==> src/rtl/ohb_inject_pkg.sv <==
package ohb_inject_pkg;
  typedef enum logic [1:0] {
    ST_IDLE  = 2'd0,
    ST_WAIT  = 2'd1,
    ST_SHIFT = 2'd2
  } inj_state_e;
endpackage

==> src/rtl/ohb_seq.sv <==
module ohb_seq
  import ohb_inject_pkg::*;
#(
  parameter int WAIT_CYCLES = 16,
  parameter int BYTE_W      = 8,
  localparam int CNT_W = (WAIT_CYCLES > 1) ? $clog2(WAIT_CYCLES) : 1,
  localparam int IDX_W = (BYTE_W > 1) ? $clog2(BYTE_W) : 1
) (
  input  logic              clk_i,
  input  logic              rst_ni,
  input  logic              tx_en_i,
  input  logic              tx_frame_i,
  input  logic [BYTE_W-1:0] byte_i,
  output inj_state_e        state_o,
  output logic [IDX_W-1:0]  idx_o,
  output logic [BYTE_W-1:0] byte_q_o
);
  localparam logic [CNT_W-1:0] CNT_LAST = CNT_W'(WAIT_CYCLES - 1);
  localparam logic [IDX_W-1:0] IDX_TOP  = IDX_W'(BYTE_W - 1);

  inj_state_e        state_q;
  logic [CNT_W-1:0]  cnt_q;
  logic [IDX_W-1:0]  idx_q;
  logic [BYTE_W-1:0] byte_q;
  logic              trig;

  assign trig = tx_en_i & tx_frame_i;

  always_ff @(posedge clk_i or negedge rst_ni) begin
    if (!rst_ni) begin
      state_q <= ST_IDLE;
      cnt_q   <= '0;
      idx_q   <= '0;
      byte_q  <= '0;
    end else begin
      unique case (state_q)
        ST_IDLE: if (trig) begin
          state_q <= ST_WAIT;
          cnt_q   <= '0;
          byte_q  <= byte_i;
        end
        ST_WAIT: if (cnt_q == CNT_LAST) begin
          state_q <= ST_SHIFT;
          idx_q   <= IDX_TOP;
          cnt_q   <= '0;
        end else begin
          cnt_q <= cnt_q + 1'b1;
        end
        ST_SHIFT: if (idx_q == '0) state_q <= ST_IDLE;
                  else idx_q <= idx_q - 1'b1;
        default: state_q <= ST_IDLE;
      endcase
    end
  end

  assign state_o  = state_q;
  assign idx_o    = idx_q;
  assign byte_q_o = byte_q;


  no_false_trig_chk: assert property (@(posedge clk_i) disable iff (!rst_ni)
    (state_q == ST_IDLE && !trig) |=> state_q == ST_IDLE);

  wait_hold_chk: assert property (@(posedge clk_i) disable iff (!rst_ni)
    (state_q == ST_WAIT && cnt_q != CNT_LAST) |=> (state_q == ST_WAIT && cnt_q == $past(cnt_q) + 1'b1));

  shift_step_chk: assert property (@(posedge clk_i) disable iff (!rst_ni)
    (state_q == ST_SHIFT && idx_q != '0) |=> (state_q == ST_SHIFT && idx_q == $past(idx_q) - 1'b1));

  no_restart_chk: assert property (@(posedge clk_i) disable iff (!rst_ni)
    (state_q == ST_WAIT) |=> state_q != ST_IDLE);

  byte_hold_chk: assert property (@(posedge clk_i) disable iff (!rst_ni)
    (state_q != ST_IDLE) |=> $stable(byte_q) || $past(state_q) == ST_IDLE);
endmodule

==> src/rtl/ohb_launch.sv <==
module ohb_launch
  import ohb_inject_pkg::*;
#(
  parameter int BYTE_W = 8,
  localparam int IDX_W = (BYTE_W > 1) ? $clog2(BYTE_W) : 1
) (
  input  logic              clk_i,
  input  logic              rst_ni,
  input  inj_state_e        state_i,
  input  logic [IDX_W-1:0]  idx_i,
  input  logic [BYTE_W-1:0] byte_q_i,
  input  logic              ins_use_i,
  output logic              ser_o,
  output logic              ins_o
);
  logic in_shift;
  assign in_shift = (state_i == ST_SHIFT);

  // falling-edge launch so the transmitter captures on the next rising edge
  always_ff @(negedge clk_i or negedge rst_ni) begin
    if (!rst_ni) begin
      ser_o <= 1'b0;
      ins_o <= 1'b0;
    end else begin
      ser_o <= in_shift & byte_q_i[idx_i];
      ins_o <= in_shift & ins_use_i;
    end
  end


  quiet_ser_chk: assert property (@(posedge clk_i) disable iff (!rst_ni)
    ser_o |-> in_shift);

  quiet_ins_chk: assert property (@(posedge clk_i) disable iff (!rst_ni)
    ins_o |-> in_shift);

  reset_low_chk: assert property (@(posedge clk_i)
    !rst_ni |-> (!ser_o && !ins_o));
endmodule

==> src/rtl/ohb_inject.sv <==
module ohb_inject
  import ohb_inject_pkg::*;
#(
  parameter int WAIT_CYCLES = 16,
  parameter int BYTE_W      = 8
) (
  input  logic              clk_i,
  input  logic              rst_ni,
  input  logic              tx_en_i,
  input  logic              tx_frame_i,
  input  logic [BYTE_W-1:0] byte_i,
  input  logic              ins_use_i,
  output logic              ser_o,
  output logic              ins_o
);
  localparam int IDX_W = (BYTE_W > 1) ? $clog2(BYTE_W) : 1;

  inj_state_e        state;
  logic [IDX_W-1:0]  idx;
  logic [BYTE_W-1:0] byte_q;

  ohb_seq #(.WAIT_CYCLES(WAIT_CYCLES), .BYTE_W(BYTE_W)) u_seq (
    .clk_i      (clk_i),
    .rst_ni     (rst_ni),
    .tx_en_i    (tx_en_i),
    .tx_frame_i (tx_frame_i),
    .byte_i     (byte_i),
    .state_o    (state),
    .idx_o      (idx),
    .byte_q_o   (byte_q)
  );

  ohb_launch #(.BYTE_W(BYTE_W)) u_launch (
    .clk_i     (clk_i),
    .rst_ni    (rst_ni),
    .state_i   (state),
    .idx_i     (idx),
    .byte_q_i  (byte_q),
    .ins_use_i (ins_use_i),
    .ser_o     (ser_o),
    .ins_o     (ins_o)
  );
endmodule

==> config.mk <==
export PLATFORM = sky130hd
export DESIGN_NAME = ohb_inject
export DESIGN_NICKNAME = d
export VERILOG_FILES = /design/src/rtl/ohb_inject_pkg.sv /design/src/rtl/ohb_seq.sv /design/src/rtl/ohb_launch.sv /design/src/rtl/ohb_inject.sv
export SDC_FILE = /design/constraint.sdc
export NUM_CORES = 1
export LEC_CHECK = 0
export ABC_CLOCK_PERIOD_IN_PS = 1820
export BUFFER_PORTS_ARGS = -buffer_cell sky130_fd_sc_hd__buf_2
export CAP_MARGIN = 25
export CORE_MARGIN = 3
export CORE_UTILIZATION = 52
export CTS_BUF_LIST = sky130_fd_sc_hd__clkbuf_4 sky130_fd_sc_hd__clkbuf_8
export DETAILED_ROUTE_END_ITERATION = 8
export PLACE_DENSITY = 0.82
export SYNTH_ARGS = -nofsm -noshare
export SYNTH_HDL_FRONTEND = slang
export SYNTH_SLANG_ARGS = --single-unit
==> constraint.sdc <==
create_clock -name clk_i -period 1.82 [get_ports clk_i]
set_clock_uncertainty 0.05 [all_clocks]
set_input_delay 0.091 -clock clk_i [delete_from_list [all_inputs] [get_ports clk_i]]
set_output_delay 0.091 -clock clk_i [all_outputs]
set_load 0.03 [all_outputs]
# Word-level counts from Yosys, hierarchy flattened
# Index checks and enable logic that the tools add are counted.
totals:
  ff_bits: 19
  latch_bits: 0
  ram_bits: 0
  rom_bits: 0
  out_inout_bits: 2
  word_cells: 39
  n_memories: 0
op_classes:
  addsub: 2
  mul: 0
  div_mod_pow: 0
  n_lt_le_gt_ge: 1
  eq_ne: 7
  n_shift: 0
  n_mux: 12
  bitwise: 3
  n_reduce_logical: 8
op_table:
  columns: ["op", "n"]
  rows:
  - ["$mux W4", 2]
  - ["$pmux W4 S2", 1]
  - ["$mux W2", 3]
  - ["$mux W3", 2]
  - ["$pmux W2 S3", 1]
  - ["$pmux W3 S2", 1]
  - ["$reduce_and A3 Y1", 2]
  - ["$add A4 B1 Y4 const B", 1]
  - ["$eq A4 B4 Y1 const B", 1]
  - ["$lt A3 B4 Y1 const B", 1]
  - ["$ne A2 B1 Y1 const B", 2]
  - ["$ne A2 B2 Y1 const B", 2]
  - ["$reduce_and A2 Y1", 2]
  - ["$reduce_bool A2 Y1", 2]
  - ["$and A1 B1 Y1", 3]
  - ["$bmux W1 S3", 1]
  - ["$logic_not A3 Y1", 1]
  - ["$sub A3 B1 Y3 const B", 1]
  - ["$eq A2 B1 Y1 const B", 1]
  - ["$eq A2 B2 Y1 const B", 1]
  - ["$logic_not A2 Y1", 1]
  - ["$mux W1", 1]

# Logic depth before layout (Yosys ltp)
# Gate-level depths: netlist (run 1).
logic_depth:
  word_depth: 3
  depth_mapped: 6
  mapped_depth_nobuf: 5

# Hierarchy
# Synthesis (run 1) repeated with hierarchy kept, for this count alone.
unflattened:
  hier_cells: 66
  area_unflattened_um2: 894.6
modules_own_cells:
  columns: ["mod", "n_inst", "cells_per_inst", "area_per_inst_um2"]
  rows:
  - ["ohb_seq", 1, 56, 765.7]
  - ["ohb_launch", 1, 10, 128.9]

==> results of run 1 <==
cell type report:
| type | instances | share of cell area (%) |
|---|---|---|
| multi-input cells | 57 | 38.0 |
| flip-flops and latches | 19 | 34.0 |
| well taps | 25 | 2.24 |
| inverters | 8 | 2.15 |
| clock buffers | 4 | 2.15 |
| repair buffers | 40 | 21.5 |
critical path, cell delays in order (launching register included):
cell,delay [ns]
sky130_fd_sc_hd__dfrtp_1,0.39
sky130_fd_sc_hd__mux4_2,0.51
sky130_fd_sc_hd__nor2_2,0.09
sky130_fd_sc_hd__a311oi_1,0.05
cells in the mapped netlist, types with 2 or more instances:
cell type / instances / area, um^2
sky130_fd_sc_hd__a32o_1: 2 / 20.0
sky130_fd_sc_hd__dfrtn_1: 2 / 50.1
sky130_fd_sc_hd__dfrtp_1: 17 / 425
sky130_fd_sc_hd__ha_1: 8 / 100
sky130_fd_sc_hd__inv_1: 8 / 30.0
sky130_fd_sc_hd__mux2_1: 2 / 22.5
sky130_fd_sc_hd__mux2_2: 10 / 113
sky130_fd_sc_hd__mux2i_1: 3 / 30.0
sky130_fd_sc_hd__nand2_1: 3 / 11.3
sky130_fd_sc_hd__nand2b_1: 2 / 12.5
sky130_fd_sc_hd__nand3_1: 7 / 35.0
sky130_fd_sc_hd__nor2_1: 2 / 7.51
sky130_fd_sc_hd__o31ai_1: 2 / 15.0
metal layers:
metal / vias up / global-route usage, %
li1: 399 / -
met4: 0 / 9.42
met1: 403 / 20.8
met2: 18 / 38.9
met5: - / 0
met3: 4 / 4.75
per-stage QoR:
| step | TNS (ns) | hold slack (ns) | area (um^2) | utilization, % | total power, W |
|---|---|---|---|---|---|
| 2_1_floorplan | -0.346 | -0.255 | 1050 | - | 0.00132 |
| 3_3_place_gp | -0.293 | -0.0842 | 1250 | 69.7 | 0.00162 |
| 3_5_place_dp | -0.343 | -0.0779 | 1250 | 69.7 | 0.00167 |
| 4_1_cts | -0.686 | 0.0414 | 1390 | 77.2 | 0.00195 |
| 5_1_grt | -1.01 | 0.0741 | 1400 | 77.6 | 0.00212 |
| 6_report | -0.624 | 0.0485 | 1400 | 77.6 | 0.00196 |
state kept, by name, indices dropped and copies added, names as in the netlist:
signal,flops
u_seq.byte_q_o,8
u_seq.cnt_q,4
u_seq.idx_o,3
u_seq.state_o,2
u_launch.ins_o,1
u_launch.ser_o,1
kinds of logic after synthesis:
logic type / Yosys count
AND/OR/NAND/NOR: 20
adder cells (fa/ha/maj): 8
buffers and inverters: 11
AO/OA/AOI/OAI: 13
multiplexers: 16
flip-flops: 19
how the worst min path moves through the flow:
stage / startpoint / end / cells past startpoint
after floorplan: rst_ni / u_seq.byte_q_o[0] / 0
after global placement: rst_ni / u_seq.state_o[0] / 1
after detailed placement: rst_ni / u_seq.state_o[0] / 1
after CTS: tx_en_i / u_seq.cnt_q[1] / 3
after global routing: tx_en_i / u_seq.cnt_q[1] / 3
final: tx_en_i / u_seq.cnt_q[1] / 3
power groups by stage:
stage	logic, W	registers (W)	clock network [W]
finish	0.00102	0.000709	0.000231
global route	0.00113	0.000726	0.000257
CTS	0.00100	0.000707	0.000241
detailed placement	0.000959	0.000714	0
global placement	0.000920	0.000698	0
floorplan	0.000602	0.000715	0
what timing repair did:
| action | in CTS | in global routing |
|---|---|---|
| hold endpoints to repair | 25 | 0 |
| endpoints found under the setup margin | 6 | 7 |
| resized for setup | 5 | 2 |
| hold buffers | 9 | 0 |
==> report_table.html, run 1 <==
<table>
<tr><th>Metric</th><th>Value</th></tr>
<tr><th colspan="2">Power</th></tr>
<tr><td>Max IR drop VDD</td><td>982 uV</td></tr>
<tr><td>Static power due to leakage</td><td>0.671 nW</td></tr>
<tr><td>Internal</td><td>0.00125 W</td></tr>
<tr><td>Power Density</td><td>1400 mW/mm^2</td></tr>
<tr><td>Register share of total power</td><td>36.1%</td></tr>
<tr><td>P_sw</td><td>0.000710 W</td></tr>
<tr><td>Power share of the clock group</td><td>11.8%</td></tr>
<tr><td>Sw Share</td><td>36.2%</td></tr>
<tr><td>Logic gate share of total power</td><td>52.1%</td></tr>
<tr><th colspan="2">STA</th></tr>
<tr><td>Worst max-slew margin expressed relative to the limit</td><td>80.3%</td></tr>
<tr><td>Total setup violations reported at the end of the flow</td><td>6</td></tr>
<tr><td>RSZ-0062 raised after global routing</td><td>true</td></tr>
<tr><td>Number of hold violations in the final report</td><td>0</td></tr>
<tr><td>Worst-Margin Slew</td><td>0.295 ns</td></tr>
<tr><td>Final count of pins violating max slew</td><td>0</td></tr>
<tr><td>Post-layout worst setup margin</td><td>-0.340 ns</td></tr>
<tr><th colspan="2">Logic synthesis</th></tr>
<tr><td>Net count after synthesis</td><td>108</td></tr>
<tr><td>Async set-reset flop share out of synthesis</td><td>100%</td></tr>
<tr><td>Area fraction in compound gates after synthesis</td><td>10.7%</td></tr>
<tr><td>Ys flop type</td><td>sky130_fd_sc_hd__dfrtp_1</td></tr>
<tr><td>Synth Area per Inst</td><td>11.8 um^2</td></tr>
<tr><td>EDFF count, synth</td><td>0</td></tr>
<tr><td>Number of warnings printed during yosys synthesis</td><td>0</td></tr>
<tr><td>Mux share of post-synthesis cell area</td><td>18.3%</td></tr>
<tr><td>Area of the mapped netlist</td><td>0.00103 mm^2</td></tr>
<tr><td>Number of synthesized register bits</td><td>19</td></tr>
<tr><td>Sequential cell area fraction in the yosys report</td><td>46.3%</td></tr>
<tr><td>Combinational family with the most area after synthesis</td><td>multiplexers</td></tr>
<tr><td>Number of different library cells in the post-synthesis netlist</td><td>32</td></tr>
<tr><td>Simple logic cell fraction of the synthesized area</td><td>10.7%</td></tr>
<tr><td>XOR/XNOR share of the synthesized area</td><td>0%</td></tr>
<tr><td>Share of synthesized cell area in full adder, half adder and majority cells</td><td>9.76%</td></tr>
<tr><td>Post-synthesis cell count</td><td>87</td></tr>
<tr><th colspan="2">Job</th></tr>
<tr><td>Number of maximum-capacitance violations</td><td>0</td></tr>
<tr><th colspan="2">Floorplanning</th></tr>
<tr><td>Initial standard-cell utilization of the core</td><td>56.9%</td></tr>
<tr><td>Io pins</td><td>15</td></tr>
<tr><td>Die width</td><td>50.4 um</td></tr>
<tr><td>Core outline area</td><td>0.00180 mm^2</td></tr>
<tr><td>DIE AREA</td><td>0.00254 mm^2</td></tr>
<tr><td>Vertical die dimension</td><td>50.4 um</td></tr>
<tr><td>Row count</td><td>15</td></tr>
<tr><th colspan="2">Global routing</th></tr>
<tr><td>Global-route wire length before repair</td><td>3850 um</td></tr>
<tr><td>Global-route congestion overflow total</td><td>0</td></tr>
<tr><td>Pin count of the biggest net entering global routing</td><td>14</td></tr>
<tr><td>Global-route usage over all layers</td><td>20.5%</td></tr>
<tr><td>Number of antenna violations at the first check in global routing</td><td>0</td></tr>
<tr><td>Number of global-route vias before repair</td><td>907</td></tr>
<tr><th colspan="2">Layout</th></tr>
<tr><td>Combined area of the multi-input logic cells</td><td>532 um^2</td></tr>
<tr><td>Final #Nets</td><td>150</td></tr>
<tr><td>Fill cell count</td><td>128</td></tr>
<tr><td>Antenna diodes</td><td>0</td></tr>
<tr><td>Finished Layout Cells</td><td>153</td></tr>
<tr><td>Area used by sequential logic in the layout</td><td>475 um^2</td></tr>
<tr><td>Share of post-route cells with drive strength above 1</td><td>41.4%</td></tr>
<tr><td>Commonest cells after routing, fill and taps aside</td><td>sky130_fd_sc_hd__buf_4 (17), sky130_fd_sc_hd__dfrtp_1 (17), sky130_fd_sc_hd__buf_2 (12)</td></tr>
<tr><td>Layout overhead on the synthesized area</td><td>36.3%</td></tr>
<tr><th colspan="2">Critical path</th></tr>
<tr><td>Worst Path Max Fanout</td><td>2</td></tr>
<tr><td>R2r endpoint</td><td>u_launch.ser_o</td></tr>
<tr><td>Setup Crit Path Kind</td><td>reg -&gt; reg</td></tr>
<tr><td>Arrival time at the worst endpoint</td><td>1.34 ns</td></tr>
<tr><td>Critical Path Source Type</td><td>flop</td></tr>
<tr><td>Number of cells on the worst reg-to-reg path</td><td>3</td></tr>
<tr><td>Reg-to-reg setup timing slack</td><td>-0.34 ns</td></tr>
<tr><td>Crit path to</td><td>u_launch.ser_o</td></tr>
<tr><td>Worst setup path startpoint</td><td>u_seq.idx_o[0]</td></tr>
<tr><td>Data required, critical path</td><td>1.00 ns</td></tr>
<tr><td>Beginning of the worst register-to-register path</td><td>u_seq.idx_o[0]</td></tr>
<tr><td>Worst setup EP type</td><td>flop</td></tr>
<tr><th colspan="2">Clock network</th></tr>
<tr><td>Clock tree from TritonCTS</td><td>yes</td></tr>
<tr><td>Clock insertion delay at the later pin of the skew report</td><td>0.30 ns</td></tr>
<tr><td>Max H-tree Level</td><td>1</td></tr>
<tr><td>CTS root buf</td><td>sky130_fd_sc_hd__clkbuf_4</td></tr>
<tr><td>Longest Clk Path Bufs</td><td>2</td></tr>
<tr><td>Total CTS buffers</td><td>3</td></tr>
<tr><td>Clock-pin slew on the worst setup and hold paths</td><td>0.10 ns</td></tr>
<tr><td>Post-CTS setup buffers</td><td>0</td></tr>
<tr><td>Clock tree sinks</td><td>19</td></tr>
<tr><th colspan="2">Drt</th></tr>
<tr><td>Routed length on met1</td><td>922 um</td></tr>
<tr><td>DR WL/cell</td><td>14.3 um</td></tr>
<tr><td>Vias per Instance</td><td>5.39</td></tr>
<tr><td>Detailed-routed wire length on met3</td><td>67 um</td></tr>
<tr><td>Vias</td><td>824</td></tr>
<tr><td>Initial detailed-routing violation count</td><td>13</td></tr>
<tr><td>Detailed-route wire length</td><td>2190 um</td></tr>
<tr><td>Met2 wire length</td><td>1150 um</td></tr>
<tr><td>Number of remaining DRC errors</td><td>0</td></tr>
<tr><td>Number of nets with antenna violations after routing</td><td>0</td></tr>
<tr><td>Detailed-router iteration count before antenna repair</td><td>4</td></tr>
<tr><td>Uppermost layer routed</td><td>met4</td></tr>
<tr><th colspan="2">Status</th></tr>
<tr><td>Violations in the final reports</td><td>setup timing</td></tr>
<tr><td>Run status</td><td>complete, but fails checks</td></tr>
<tr><th colspan="2">Place</th></tr>
<tr><td>Post-detailed-placement half-perimeter wirelength</td><td>1560 um</td></tr>
<tr><td>Final weighted congestion of routability-driven global placement</td><td>0.769</td></tr>
<tr><td>Placed instance count</td><td>140</td></tr>
<tr><td>Post-place setup slack</td><td>-0.339 ns</td></tr>
<tr><td>Number of buffer cells added on primary ports</td><td>14</td></tr>
<tr><th colspan="2">Hold path</th></tr>
<tr><td>Worst hold-check path type</td><td>in -&gt; reg</td></tr>
</table>
Note: power is estimated with default switching activity, not from simulation.
==> run 2: changes to the inputs <==
==> constraint.sdc (replaced) <==
create_clock -name clk_i -period 1.82 [get_ports clk_i]
set_clock_uncertainty 0.05 [all_clocks]
set_input_delay 0.182 -clock clk_i [delete_from_list [all_inputs] [get_ports clk_i]]
set_output_delay 0.182 -clock clk_i [all_outputs]
set_load 0.03 [all_outputs]
==> report_table.html, run 2 (synthesis gave the netlist of run 1 again) <==
<table>
<tr><th>Metric</th><th>Value</th></tr>
<tr><th colspan="2">Status</th></tr>
<tr><td>Run status</td><td>complete, but fails checks</td></tr>
<tr><td>Violations in the final reports</td><td>setup timing</td></tr>
<tr><th colspan="2">Layout</th></tr>
<tr><td>Max FFs per register</td><td>8</td></tr>
<tr><td>Commonest cells after routing, fill and taps aside</td><td>sky130_fd_sc_hd__buf_4 (17), sky130_fd_sc_hd__dfrtp_1 (17), sky130_fd_sc_hd__buf_2 (12)</td></tr>
<tr><td>Antenna diodes</td><td>0</td></tr>
<tr><td>Combined area of the multi-input logic cells</td><td>532 um^2</td></tr>
<tr><td>Final #Nets</td><td>142</td></tr>
<tr><td>Layout overhead on the synthesized area</td><td>28.5%</td></tr>
<tr><td>Share of post-route cells with drive strength above 1</td><td>44.2%</td></tr>
<tr><td>Area used by sequential logic in the layout</td><td>475 um^2</td></tr>
<tr><td>Fill cell count</td><td>144</td></tr>
<tr><td>Finished Layout Cells</td><td>145</td></tr>
<tr><th colspan="2">Critical path</th></tr>
<tr><td>Max stage delay on crit path</td><td>0.52 ns</td></tr>
<tr><td>Critical-path cell list</td><td>mux4_2, nor2_2, a311oi_1</td></tr>
<tr><td>Setup Crit Path Kind</td><td>reg -&gt; reg</td></tr>
<tr><td>Critical path buffer and inverter count</td><td>0</td></tr>
<tr><td>Number of logic stages on the critical path including buffering</td><td>3</td></tr>
<tr><td>Data required, critical path</td><td>1.00 ns</td></tr>
<tr><td>Critical Path Source Type</td><td>flop</td></tr>
<tr><td>Number of cells on the worst reg-to-reg path</td><td>3</td></tr>
<tr><td>Arrival time at the worst endpoint</td><td>1.34 ns</td></tr>
<tr><td>Reg-to-reg setup timing slack</td><td>-0.34 ns</td></tr>
<tr><td>Worst setup EP type</td><td>flop</td></tr>
<tr><td>Top delay family on crit path</td><td>multiplexers</td></tr>
<tr><td>Worst Path Max Fanout</td><td>2</td></tr>
<tr><td>Critical-path cell with the highest stage delay</td><td>sky130_fd_sc_hd__mux4_2</td></tr>
<tr><th colspan="2">Floorplanning</th></tr>
<tr><td>Die width</td><td>50.4 um</td></tr>
<tr><td>Vertical die dimension</td><td>50.4 um</td></tr>
<tr><td>Row count</td><td>15</td></tr>
<tr><td>DIE AREA</td><td>0.00254 mm^2</td></tr>
<tr><td>Io pins</td><td>15</td></tr>
<tr><td>Initial standard-cell utilization of the core</td><td>56.9%</td></tr>
<tr><td>Core outline area</td><td>0.00180 mm^2</td></tr>
<tr><th colspan="2">STA</th></tr>
<tr><td>Worst-Margin Slew</td><td>0.295 ns</td></tr>
<tr><td>Worst max-slew margin expressed relative to the limit</td><td>80.3%</td></tr>
<tr><td>RSZ-0062 raised after global routing</td><td>true</td></tr>
<tr><td>Post-layout worst setup margin</td><td>-0.344 ns</td></tr>
<tr><td>Final count of pins violating max slew</td><td>0</td></tr>
<tr><td>Number of hold violations in the final report</td><td>0</td></tr>
<tr><td>Total setup violations reported at the end of the flow</td><td>6</td></tr>
<tr><td>Final Hold Slack</td><td>0.0504 ns</td></tr>
<tr><th colspan="2">Clock network</th></tr>
<tr><td>Post-CTS setup buffers</td><td>0</td></tr>
<tr><td>CTS root buf</td><td>sky130_fd_sc_hd__clkbuf_4</td></tr>
<tr><td>Clock insertion delay at the later pin of the skew report</td><td>0.30 ns</td></tr>
<tr><td>Clock tree sinks</td><td>19</td></tr>
<tr><td>Max H-tree Level</td><td>1</td></tr>
<tr><td>Clock tree from TritonCTS</td><td>yes</td></tr>
<tr><td>Clock-pin slew on the worst setup and hold paths</td><td>0.10 ns</td></tr>
<tr><td>Total CTS buffers</td><td>3</td></tr>
<tr><td>Longest Clk Path Bufs</td><td>2</td></tr>
<tr><th colspan="2">Drt</th></tr>
<tr><td>Number of nets with antenna violations after routing</td><td>0</td></tr>
<tr><td>Detailed-route wire length</td><td>2050 um</td></tr>
<tr><td>Number of remaining DRC errors</td><td>0</td></tr>
<tr><td>Vias per Instance</td><td>5.46</td></tr>
<tr><td>Initial detailed-routing violation count</td><td>15</td></tr>
<tr><td>Detailed-router iteration count before antenna repair</td><td>4</td></tr>
<tr><td>Vias</td><td>792</td></tr>
<tr><td>DR WL/cell</td><td>14.2 um</td></tr>
<tr><th colspan="2">Global routing</th></tr>
<tr><td>Global-route congestion overflow total</td><td>0</td></tr>
<tr><td>Global-route usage over all layers</td><td>19.4%</td></tr>
<tr><td>Number of global-route vias before repair</td><td>858</td></tr>
<tr><td>Pin count of the biggest net entering global routing</td><td>14</td></tr>
<tr><td>Number of antenna violations at the first check in global routing</td><td>0</td></tr>
<tr><td>Global-route wire length before repair</td><td>3640 um</td></tr>
<tr><th colspan="2">Hold path</th></tr>
<tr><td>Worst hold-check path type</td><td>in -&gt; reg</td></tr>
<tr><td>Worst hold stages</td><td>2</td></tr>
<tr><th colspan="2">Power</th></tr>
<tr><td>Total power consumption of the routed design</td><td>0.00194 W</td></tr>
<tr><td>Power share of the clock group</td><td>11.8%</td></tr>
<tr><td>Static power due to leakage</td><td>0.637 nW</td></tr>
<tr><td>Logic gate share of total power</td><td>51.9%</td></tr>
<tr><td>Power Density</td><td>1470 mW/mm^2</td></tr>
<tr><td>Sw Share</td><td>36.1%</td></tr>
<tr><td>Internal</td><td>0.00124 W</td></tr>
<tr><td>P_sw</td><td>0.000701 W</td></tr>
<tr><td>Max IR drop VDD</td><td>968 uV</td></tr>
<tr><td>Register share of total power</td><td>36.3%</td></tr>
<tr><th colspan="2">Place</th></tr>
<tr><td>Post-detailed-placement half-perimeter wirelength</td><td>1560 um</td></tr>
<tr><td>Final weighted congestion of routability-driven global placement</td><td>0.769</td></tr>
<tr><td>Number of buffer cells added on primary ports</td><td>14</td></tr>
<tr><td>Placed instance count</td><td>140</td></tr>
<tr><th colspan="2">Job</th></tr>
<tr><td>Number of maximum-capacitance violations</td><td>0</td></tr>
</table>
run 2: cell count changes in the layout (fill, tap and decap cells not counted), sizes merged:
cell / before / now
dlygate4sd3: 9 / 1
run 2: timing repair:
item | CTS | global route
pin swaps | 0 | 0
gates resized for setup | 5 | 2
hold buffers | 1 | 0
endpoints found under the hold margin | 17 | 0
setup endpoints to repair | 6 | 7
run 2: worst paths after layout:
kind | start | to
max | u_seq.idx_o[0] | u_launch.ser_o
min | byte_i[4] | u_seq.byte_q_o[4]
max reg2reg | u_seq.idx_o[0] | u_launch.ser_o
min reg2reg | u_seq.byte_q_o[1] | u_seq.byte_q_o[1]
max in group asynchronous | rst_ni | u_launch.ser_o
min in group asynchronous | rst_ni | u_seq.state_o[0]
run 2: area by class of cell:
class / count / share of cell area, %
Clock buffer: 4 / 2.28
Inverter: 8 / 2.28
Multi-Input combinational cell: 57 / 40.3
Sequential cell: 19 / 36.1
Tap cell: 25 / 2.37
Timing Repair Buffer: 32 / 16.7
run 2: worst reg2reg max path, delay by kind of cell (launching register included):
family / cells / cell delay (ns)
multiplexers: 1 / 0.52
flip-flops: 1 / 0.39
AND/OR/NAND/NOR: 1 / 0.09
AO/OA/AOI/OAI: 1 / 0.05
run 2: metal layers:
| layer | part of all wire [%] | global-route usage, % |
|---|---|---|
| met1 | 42 | 20.4 |
| met3 | 4.3 | 4.75 |
| met5 | 0 | 0 |
| met4 | 2.2 | 9.42 |
| met2 | 51 | 35.4 |
run 2: metrics by stage:
step                TNS (ns)  worst slack (ns)  utilization (%)  instance area, um^2
floorplan             -0.346            -0.346                -                 1050
global placement      -0.293            -0.293             69.7                 1250
detailed placement    -0.343            -0.339             69.7                 1250
CTS                   -0.868            -0.366             72.7                 1310
global route           -1.19            -0.402             73.2                 1320
finish                -0.788            -0.344             73.2                 1320
run 2: power by group through the flow:
stage          clock network, W  registers, W  logic, W
3_3_place_gp                  0      0.000698  0.000920
6_report               0.000230      0.000705   0.00101
2_1_floorplan                 0      0.000715  0.000602
4_1_cts                0.000241      0.000707  0.000991
3_5_place_dp                  0      0.000714  0.000959
5_1_grt                0.000257      0.000724   0.00112
==> run 3: changes to the inputs <==
- REMOVE_ABC_BUFFERS: default -> 1
==> report_table.html, run 3 (synthesis gave the netlist of run 1 again) <==
<table>
<tr><th>Metric</th><th>Value</th></tr>
<tr><th colspan="2">Drt</th></tr>
<tr><td>Vias per Instance</td><td>5.53</td></tr>
<tr><td>DR WL/cell</td><td>15.8 um</td></tr>
<tr><td>Detailed-route wire length</td><td>2350 um</td></tr>
<tr><td>Vias</td><td>824</td></tr>
<tr><td>Detailed-router iteration count before antenna repair</td><td>4</td></tr>
<tr><td>Number of nets with antenna violations after routing</td><td>0</td></tr>
<tr><td>Number of remaining DRC errors</td><td>0</td></tr>
<tr><td>Initial detailed-routing violation count</td><td>5</td></tr>
<tr><th colspan="2">Critical path</th></tr>
<tr><td>Worst setup path startpoint</td><td>u_seq.idx_o[2]</td></tr>
<tr><td>Reg-to-reg setup timing slack</td><td>-0.34 ns</td></tr>
<tr><td>Worst setup EP type</td><td>flop</td></tr>
<tr><td>Worst Path Max Fanout</td><td>3</td></tr>
<tr><td>Setup Crit Path Kind</td><td>reg -&gt; reg</td></tr>
<tr><td>Arrival time at the worst endpoint</td><td>1.34 ns</td></tr>
<tr><td>Number of cells on the worst reg-to-reg path</td><td>3</td></tr>
<tr><td>R2r endpoint</td><td>u_launch.ser_o</td></tr>
<tr><td>Data required, critical path</td><td>0.99 ns</td></tr>
<tr><td>Crit path to</td><td>u_launch.ser_o</td></tr>
<tr><td>Beginning of the worst register-to-register path</td><td>u_seq.idx_o[2]</td></tr>
<tr><td>Critical Path Source Type</td><td>flop</td></tr>
<tr><th colspan="2">Global routing</th></tr>
<tr><td>Global-route wire length before repair</td><td>3680 um</td></tr>
<tr><td>Global-route usage over all layers</td><td>19.8%</td></tr>
<tr><td>Pin count of the biggest net entering global routing</td><td>14</td></tr>
<tr><td>Global-route congestion overflow total</td><td>0</td></tr>
<tr><td>Number of global-route vias before repair</td><td>852</td></tr>
<tr><td>Number of antenna violations at the first check in global routing</td><td>0</td></tr>
<tr><th colspan="2">Layout</th></tr>
<tr><td>Antenna diodes</td><td>0</td></tr>
<tr><td>Combined area of the multi-input logic cells</td><td>566 um^2</td></tr>
<tr><td>Fill cell count</td><td>123</td></tr>
<tr><td>Commonest non-fill, non-tap cell in the layout</td><td>sky130_fd_sc_hd__buf_4</td></tr>
<tr><td>Commonest cells after routing, fill and taps aside</td><td>sky130_fd_sc_hd__buf_4 (21), sky130_fd_sc_hd__dfrtp_1 (17), sky130_fd_sc_hd__buf_2 (12)</td></tr>
<tr><td>Share of post-route cells with drive strength above 1</td><td>50.0%</td></tr>
<tr><td>Finished Layout Cells</td><td>149</td></tr>
<tr><td>Final #Nets</td><td>146</td></tr>
<tr><td>Layout overhead on the synthesized area</td><td>34.5%</td></tr>
<tr><td>Max FFs per register</td><td>8</td></tr>
<tr><td>Area used by sequential logic in the layout</td><td>475 um^2</td></tr>
<tr><th colspan="2">Clock network</th></tr>
<tr><td>Clock tree from TritonCTS</td><td>yes</td></tr>
<tr><td>Longest Clk Path Bufs</td><td>2</td></tr>
<tr><td>Total CTS buffers</td><td>3</td></tr>
<tr><td>Max H-tree Level</td><td>1</td></tr>
<tr><td>CTS root buf</td><td>sky130_fd_sc_hd__clkbuf_4</td></tr>
<tr><td>Clock tree sinks</td><td>19</td></tr>
<tr><td>Clock-pin slew on the worst setup and hold paths</td><td>0.11 ns</td></tr>
<tr><td>Clock insertion delay at the later pin of the skew report</td><td>0.30 ns</td></tr>
<tr><th colspan="2">Floorplanning</th></tr>
<tr><td>Initial standard-cell utilization of the core</td><td>56.9%</td></tr>
<tr><td>Die width</td><td>50.4 um</td></tr>
<tr><td>Core outline area</td><td>0.00180 mm^2</td></tr>
<tr><td>Vertical die dimension</td><td>50.4 um</td></tr>
<tr><td>DIE AREA</td><td>0.00254 mm^2</td></tr>
<tr><td>Io pins</td><td>15</td></tr>
<tr><td>Row count</td><td>15</td></tr>
<tr><th colspan="2">Status</th></tr>
<tr><td>Violations in the final reports</td><td>setup timing</td></tr>
<tr><td>Run status</td><td>complete, but fails checks</td></tr>
<tr><th colspan="2">STA</th></tr>
<tr><td>Worst max-slew margin expressed relative to the limit</td><td>79.6%</td></tr>
<tr><td>Final count of pins violating max slew</td><td>0</td></tr>
<tr><td>Worst-Margin Slew</td><td>0.304 ns</td></tr>
<tr><td>RSZ-0062 raised after global routing</td><td>true</td></tr>
<tr><td>Total setup violations reported at the end of the flow</td><td>6</td></tr>
<tr><td>Final Hold Slack</td><td>0.0577 ns</td></tr>
<tr><td>Post-layout worst setup margin</td><td>-0.341 ns</td></tr>
<tr><td>Number of hold violations in the final report</td><td>0</td></tr>
<tr><th colspan="2">Hold path</th></tr>
<tr><td>Worst hold-check path type</td><td>in -&gt; reg</td></tr>
<tr><th colspan="2">Power</th></tr>
<tr><td>Max IR drop VDD</td><td>1000 uV</td></tr>
<tr><td>Sw Share</td><td>37.2%</td></tr>
<tr><td>Logic gate share of total power</td><td>54.3%</td></tr>
<tr><td>Power share of the clock group</td><td>10.5%</td></tr>
<tr><td>Static power due to leakage</td><td>0.649 nW</td></tr>
<tr><td>P_sw</td><td>0.000755 W</td></tr>
<tr><td>Internal</td><td>0.00127 W</td></tr>
<tr><td>Power Density</td><td>1470 mW/mm^2</td></tr>
<tr><td>Register share of total power</td><td>35.2%</td></tr>
<tr><th colspan="2">Place</th></tr>
<tr><td>Post-place setup slack</td><td>-0.308 ns</td></tr>
<tr><td>Final weighted congestion of routability-driven global placement</td><td>0.782</td></tr>
<tr><td>Number of buffer cells added on primary ports</td><td>14</td></tr>
<tr><td>Placed instance count</td><td>139</td></tr>
<tr><td>Post-detailed-placement half-perimeter wirelength</td><td>1610 um</td></tr>
<tr><th colspan="2">Job</th></tr>
<tr><td>Number of maximum-capacitance violations</td><td>0</td></tr>
</table>
run 3: worst min path at each step:
stage,slack [ns],depth (start not counted),startpoint,end
final,0.06,2,byte_i[6],u_seq.byte_q_o[6]
after global routing,0.05,2,byte_i[4],u_seq.byte_q_o[4]
after CTS,0.05,2,byte_i[0],u_seq.byte_q_o[0]
after detailed placement,0.02,1,rst_ni,u_seq.state_o[0]
after global placement,0.01,1,rst_ni,u_seq.state_o[1]
after floorplan,-0.16,0,rst_ni,u_seq.byte_q_o[0]
run 3: through the flow:
step	util, %	instance area [um^2]	setup TNS (ns)	power [W]
after floorplan	-	1010	-0.815	0.00129
after global placement	68.5	1230	-0.332	0.00158
after detailed placement	68.5	1230	-0.363	0.00163
after CTS	73.0	1320	-0.699	0.00190
after global routing	76.6	1380	-1.15	0.00219
final	76.6	1380	-0.789	0.00203
run 3: per-layer routing:
metal	track usage (%)	up-vias	routed length, um
li1	-	390	-
met1	21.0	408	954
met2	35.2	18	1260
met3	3.86	8	44
met4	13.0	0	87
met5	0	-	0
run 3: worst max-delay path, cell delays in order (launching register included):
cell,delay [ns]
sky130_fd_sc_hd__dfrtp_1,0.41
sky130_fd_sc_hd__mux2_2,0.36
sky130_fd_sc_hd__o31ai_2,0.19
sky130_fd_sc_hd__a311oi_1,0.08
run 3: timing repair:
| action | CTS | global route |
|---|---|---|
| endpoints found under the setup margin | 7 | 8 |
| buffers inserted | 1 | 4 |
| pin swaps | 3 | 1 |
| endpoints found under the hold margin | 17 | 0 |
| gates resized for setup | 12 | 5 |
| hold buffers | 1 | 0 |
run 3: cell type report:
| cell class | instances | share of cell area [%] |
|---|---|---|
| sequential | 19 | 34.5 |
| timing repair buffer | 36 | 18.1 |
| clock buffer | 3 | 1.63 |
| multi-input combinational | 57 | 41.0 |
| inverter | 8 | 2.18 |
| clock inverter | 1 | 0.363 |
| tap | 25 | 2.27 |
run 3: power groups by stage:
stage | clock network [W] | registers (W) | logic [W]
5_1_grt | 0.000235 | 0.000739 | 0.00122
4_1_cts | 0.000219 | 0.000704 | 0.000980
2_1_floorplan | 0 | 0.000712 | 0.000575
3_3_place_gp | 0 | 0.000689 | 0.000891
6_report | 0.000213 | 0.000714 | 0.00110
3_5_place_dp | 0 | 0.000703 | 0.000927
